`config.mk`:
```
export PLATFORM = sky130hd
export DESIGN_NAME = irq_collect
export DESIGN_NICKNAME = d
export VERILOG_FILES = /design/src/rtl/irq_collect_pkg.sv /design/src/rtl/irq_req_decode.sv /design/src/rtl/irq_stat_reg.sv /design/src/rtl/irq_out_gen.sv /design/src/rtl/irq_collect.sv
export SDC_FILE = /design/constraint.sdc
export NUM_CORES = 1
export LEC_CHECK = 0
export ABC_CLOCK_PERIOD_IN_PS = 3100
export BUFFER_PORTS_ARGS = -buffer_cell sky130_fd_sc_hd__buf_4
export CORE_MARGIN = 10
export CORE_UTILIZATION = 45
export CTS_CLUSTER_SIZE = 30
export DETAILED_ROUTE_END_ITERATION = 16
export PLACE_DENSITY = 0.74
export SLEW_MARGIN = 20
export SYNTH_ARGS = -nofsm -noshare
export SYNTH_HDL_FRONTEND = slang
export SYNTH_SLANG_ARGS = --single-unit
```
`constraint.sdc`:
```
create_clock -name clk -period 3.1 [get_ports clk]
set_input_delay 0.465 -clock clk [delete_from_list [all_inputs] [get_ports clk]]
set_output_delay 0.465 -clock clk [all_outputs]
set_load 0.02 [all_outputs]
```
`src/rtl/irq_collect_pkg.sv`:
```
// Package: shared offsets and widths for the interrupt status collector.
// Assumes one software write port; offsets are byte offsets within the block.
package irq_collect_pkg;
    localparam int unsigned STAT_W_DEF = 32;
    localparam int unsigned ADDR_W_DEF = 8;
    localparam logic [7:0] OFS_STATUS = 8'h24;
    localparam logic [7:0] OFS_RAISE  = 8'h60;
    localparam logic [7:0] OFS_ACK    = 8'h64;

    // Decoded software operation for one cycle.
    typedef enum logic [1:0] {
        SW_NONE  = 2'd0,
        SW_RAISE = 2'd1,
        SW_ACK   = 2'd2
    } sw_op_e;
endpackage

```
`src/rtl/irq_req_decode.sv`:
```
// Request decoder: turns software writes and hardware requests into a set
// mask, a clear mask and raise/ack operation flags for the current cycle.
// Assumes hardware source i maps to status bit i*SRC_STRIDE, inside STAT_W.
module irq_req_decode
    import irq_collect_pkg::*;
#(
    parameter int unsigned STAT_W     = 32,
    parameter int unsigned ADDR_W     = 8,
    parameter int unsigned NUM_SRC    = 2,
    parameter int unsigned SRC_STRIDE = 8
) (
    input  logic [NUM_SRC-1:0] hw_req,
    input  logic               wr_en,
    input  logic [ADDR_W-1:0]  wr_addr,
    input  logic [STAT_W-1:0]  wr_data,
    output logic [STAT_W-1:0]  set_mask,
    output logic [STAT_W-1:0]  clr_mask,
    output logic               raise_op,
    output logic               ack_op
);
    localparam logic [ADDR_W-1:0] A_RAISE = ADDR_W'(OFS_RAISE);
    localparam logic [ADDR_W-1:0] A_ACK   = ADDR_W'(OFS_ACK);

    sw_op_e              sw_op;
    logic [STAT_W-1:0]   hw_mask;

    // Classify the software write of this cycle.
    always_comb begin
        sw_op = SW_NONE;
        if (wr_en && wr_addr == A_RAISE) sw_op = SW_RAISE;
        else if (wr_en && wr_addr == A_ACK) sw_op = SW_ACK;
    end

    // Place each hardware request on its own status bit.
    for (genvar i = 0; i < NUM_SRC; i++) begin : g_src
        localparam int unsigned BITPOS = i * SRC_STRIDE;
        always_comb begin
            hw_mask[BITPOS] = hw_req[i];
        end
    end

    // Bits that no source owns are never set by hardware.
    for (genvar b = 0; b < STAT_W; b++) begin : g_fill
        if ((b % SRC_STRIDE) != 0 || (b / SRC_STRIDE) >= NUM_SRC) begin : g_zero
            always_comb begin
                hw_mask[b] = 1'b0;
            end
        end
    end

    // Combine both origins into the masks and operation flags.
    always_comb begin
        set_mask = hw_mask | ((sw_op == SW_RAISE) ? wr_data : '0);
        clr_mask = (sw_op == SW_ACK) ? wr_data : '0;
        raise_op = (sw_op == SW_RAISE) || (|hw_req);
        ack_op   = (sw_op == SW_ACK);
    end
endmodule

```
`src/rtl/irq_stat_reg.sv`:
```
// Sticky status register: clears first, then sets, so a set wins over a
// clear on the same bit. Also reports whether the next value is nonzero.
// Assumes synchronous active-low reset.
module irq_stat_reg #(
    parameter int unsigned STAT_W = 32
) (
    input  logic              clk,
    input  logic              rst_n,
    input  logic [STAT_W-1:0] set_mask,
    input  logic [STAT_W-1:0] clr_mask,
    output logic [STAT_W-1:0] status_q,
    output logic              next_nz
);
    logic [STAT_W-1:0] status_d;

    // Next value: clear applied before set.
    always_comb begin
        status_d = (status_q & ~clr_mask) | set_mask;
        next_nz  = |status_d;
    end

    // Hold the status word.
    always_ff @(posedge clk) begin
        if (!rst_n) status_q <= '0;
        else        status_q <= status_d;
    end
endmodule

```
`src/rtl/irq_out_gen.sv`:
```
// Output generator: keeps the level line and produces the message strobe.
// Assumes raise_op/ack_op/next_nz describe the update taken at this edge.
module irq_out_gen (
    input  logic clk,
    input  logic rst_n,
    input  logic msg_mode,
    input  logic raise_op,
    input  logic ack_op,
    input  logic next_nz,
    output logic irq_level,
    output logic msg_strobe
);
    // Level line: rises on a raise leaving nonzero, falls on an ack leaving zero.
    always_ff @(posedge clk) begin
        if (!rst_n) begin
            irq_level <= 1'b0;
        end else if (!msg_mode) begin
            if (raise_op && next_nz)     irq_level <= 1'b1;
            else if (ack_op && !next_nz) irq_level <= 1'b0;
        end
    end

    // Message strobe: one cycle for every raise cycle leaving nonzero.
    always_ff @(posedge clk) begin
        if (!rst_n) msg_strobe <= 1'b0;
        else        msg_strobe <= msg_mode && raise_op && next_nz;
    end
endmodule

```
`src/rtl/irq_collect.sv`:
```
// Top: sticky interrupt status collector. Software raises and acknowledges
// through two write offsets and reads the word at a third. Hardware sources
// give one-cycle requests. Output is a level line or a message strobe.
// Assumes synchronous active-low reset and a single clock.
module irq_collect
    import irq_collect_pkg::*;
#(
    parameter int unsigned STAT_W     = 32,
    parameter int unsigned ADDR_W     = 8,
    parameter int unsigned NUM_SRC    = 2,
    parameter int unsigned SRC_STRIDE = 8
) (
    input  logic               clk,
    input  logic               rst_n,
    input  logic               msg_mode,
    input  logic [NUM_SRC-1:0] hw_req,
    input  logic               wr_en,
    input  logic [ADDR_W-1:0]  wr_addr,
    input  logic [STAT_W-1:0]  wr_data,
    input  logic [ADDR_W-1:0]  rd_addr,
    output logic [STAT_W-1:0]  rd_data,
    output logic               irq_level,
    output logic               msg_strobe
);
    localparam logic [ADDR_W-1:0] A_STATUS = ADDR_W'(OFS_STATUS);

    logic [STAT_W-1:0] set_mask;
    logic [STAT_W-1:0] clr_mask;
    logic [STAT_W-1:0] status_q;
    logic              raise_op;
    logic              ack_op;
    logic              next_nz;

    irq_req_decode #(
        .STAT_W(STAT_W), .ADDR_W(ADDR_W),
        .NUM_SRC(NUM_SRC), .SRC_STRIDE(SRC_STRIDE)
    ) u_dec (
        .hw_req(hw_req), .wr_en(wr_en), .wr_addr(wr_addr), .wr_data(wr_data),
        .set_mask(set_mask), .clr_mask(clr_mask),
        .raise_op(raise_op), .ack_op(ack_op)
    );

    irq_stat_reg #(.STAT_W(STAT_W)) u_stat (
        .clk(clk), .rst_n(rst_n),
        .set_mask(set_mask), .clr_mask(clr_mask),
        .status_q(status_q), .next_nz(next_nz)
    );

    irq_out_gen u_out (
        .clk(clk), .rst_n(rst_n), .msg_mode(msg_mode),
        .raise_op(raise_op), .ack_op(ack_op), .next_nz(next_nz),
        .irq_level(irq_level), .msg_strobe(msg_strobe)
    );

    // Read mux: only the status offset returns data.
    always_comb begin
        rd_data = (rd_addr == A_STATUS) ? status_q : '0;
    end
endmodule

```
==> impl_metrics.csv <==
group,metric,value,unit
clock_tree,cts-resized-gates,0,
floorplan,start_util,0.476,
floorplan,die_w,91.6,um
global_routing,busiest_layer,"met2",
yosys,synth_cell_types,35,
yosys,netlist_top_cells_area,"dfxtp_1 (30%), and2_1 (13%), mux2i_1 (13%)",
drt,drt-pass1-iter-count,4,
global_routing,grt_use_total,0.160,
critical_path,cp_slowest_cell,"or4b_4",
clock_tree,clock_latency,0.28,ns
sta,whs,0.413,ns
yosys,synth_area_per_cell,7.90,sq um
sta,fmax,404,MHz
layout,fill_cells,442,
layout,final-seq-area,681,sq um
floorplan,dieArea,8390,sq um
power,max-vdd-ir-drop,0.194,mV
yosys,ys_ff_latch,34,
floorplan,core,4850,sq um
drt,dr.first_iter.drc_count,129,
drt,avgRoutedWirePerCell,15.6,um
yosys,synth.largest_area_cell,"dfxtp_1",
sta,relSlewSlack,0.659,
status,status,"completed",
layout,fin_nets,426,
clock_tree,cts_inserted_buffers,5,
sta,fin_crit,2.47,ns
layout,antenna_cells,0,
drt,via_count,2308,
yosys,syn-num-nets,346,
sta,worst_slew_pin_slew,0.512,ns
global_routing,grt_max_degree,35,
place,gp_congestion,0.833,
power,leakage,0.00145,uW
layout,synthToLayoutAreaGrowth,33.9,%
floorplan,io_pins,88,
power,power.total,914,uW
clock_tree,clk_path_buf_depth,2,
yosys,ys_seq_area_frac,0.295,
sta,rsz0062_at_grt,"no",
floorplan,die_h,91.6,um
sta,fin_tns_setup,0,ns
yosys,yosysTopAreaCellShare,0.295,
place,place_area,3000,sq um
clock_tree,cts_sinks,34,
clock_tree,ctsHtreeMaxLevel,2,
clock_tree,path_clk_slew,0.07,ns
layout,fin_util,0.637,
critical_path,endpoint_kind,"flop",
global_routing,antenna_found_initial,0,
drt,ant_nets,0,
place,place_hpwl,5210,um
yosys,synthArstFlopShare,0,
critical_path,cp-start-kind,"input pin",
global_routing,grt_overflow,0,
yosys,ys.flop_type,"dfxtp_1",
floorplan,num_rows,25,
critical_path,cp_data_arrival_time,2.64,ns
layout,drive_gt1_frac,0.273,
global_routing,grt_pass1_wl,11400,um
clock_tree,cts_setup_buffers,0,
critical_path,cp.required,3.26,ns
drt,wirelength,6840,um
yosys,syn_inst,292,
drt,drc,0,
power,powerDensity,296,nW/um^2
layout,multi_input_area,1470,sq um
sta,period_share,0.798,
layout,final_area,3090,sq um
global_routing,met1_usage,0.175,
place,place.port_buffers,87,
drt,routed_via_density,5.25,
critical_path,crit_type,"in2reg",
critical_path,cp_max_fo,16,
clock_tree,ctsHoldBuffers,0,
clock_tree,cts_tree,"built",
sta,finalSetupViolations,0,
global_routing,grtUsageMet2,0.286,
yosys,yosysWarnings,0,
flow_run,max-cap-violations,0,
worst_hold_path,hp-class,"in2reg",
sta,slew_violations,0,
critical_path,path_cells,"buf_4 > or4b_4 > or3_1 > o32ai_1 > nand3_1 > nor4_2 > a221oi_1",
yosys,mappedNetlistArea,2310,sq um
sta,hold_viol,0,
yosys,synth-edff-count,0,
global_routing,first_global_vias,2422,
clock_tree,cts_root_buffer,"clkbuf_8",
sta,skew,0.00239,ns
critical_path,max_stage_delay,0.65,ns
global_routing,grt_util_met3,0.0519,
## state kept, by name, indices dropped and copies added, names as in the netlist
name and cells:
u_stat.status_q 32, u_out.irq_level 1, u_out.msg_strobe 1
## synth_stat cells, drive strengths merged (3+ instances only)
| cell | count |
|---|---|
| o21a | 3 |
| clkbuf | 14 |
| and2 | 48 |
| nand2 | 32 |
| nor2 | 17 |
| mux2i | 30 |
| inv | 16 |
| nand2b | 15 |
| o32ai | 13 |
| buf | 4 |
| nor2b | 15 |
| a22oi | 15 |
| nor3 | 14 |
| dfxtp | 34 |
## path summary, 6_finish.rpt
path	slack, ns	startpoint	cells past startpoint	endpoint
setup reg to reg	1.75	u_stat.status_q[0]	4	u_out.msg_strobe
hold reg to reg	0.55	u_out.irq_level	2	u_out.irq_level
setup / recovery	0.63	wr_addr[1]	7	u_out.msg_strobe
hold / removal	0.41	hw_req[1]	2	u_stat.status_q[8]
## logic make-up after synthesis
logic type	after synthesis	share of synthesized area
AOI/OAI and AO/OA	42	0.143
and+or+nand+nor	151	0.365
muxes	30	0.130
buffers and inverters	35	0.0667
DFF	34	0.295
## cell type report
cell class / count / share of cell area
multi-input combinational: 223 / 0.477
tap: 67 / 0.0272
timing repair buffer: 91 / 0.225
clock buffer: 7 / 0.0280
clock inverter: 1 / 0.00162
sequential: 34 / 0.221
inverter: 17 / 0.0207
## critical path: cells and delay by family
kind                   cells  cell delay, ns
AO/OA/AOI/OAI              2            0.35
buffers and inverters      1            0.11
AND/OR/NAND/NOR            4            1.71
## stage by stage
step / worst slack (ns) / instances
5_1_grt: 0.485 / 440
3_3_place_gp: 0.389 / 432
3_5_place_dp: 0.319 / 432
2_1_floorplan: 0.739 / 292
4_1_cts: 0.624 / 440
6_report: 0.626 / 440
## power by group
group / total, uW / leakage [uW] / switching (uW) / internal, uW
sequential: 444 / 0.000275 / 2.81 / 441
combinational: 129 / 0.00113 / 57.4 / 71.6
clock: 342 / 0.0000482 / 163 / 179
## layout by cell type, fill, tap and decap left out, types with 6 or more instances in the layout
| master | instances |
|---|---|
| mux2i_1 | 30 |
| nor3_1 | 13 |
| nand2_1 | 32 |
| and2_1 | 48 |
| buf_4 | 90 |
| a22oi_1 | 15 |
| o32ai_1 | 13 |
| clkbuf_8 | 6 |
| nand2b_1 | 15 |
| nor2_1 | 16 |
| dfxtp_1 | 34 |
| inv_1 | 16 |
| nor2b_1 | 15 |
## per-layer routing
metal,part of all wire,routed length (um)
met3,0.072,494
met5,0,0
met4,0.011,72
met2,0.49,3340
met1,0.43,2940
Power figures use the tool's default switching activity.
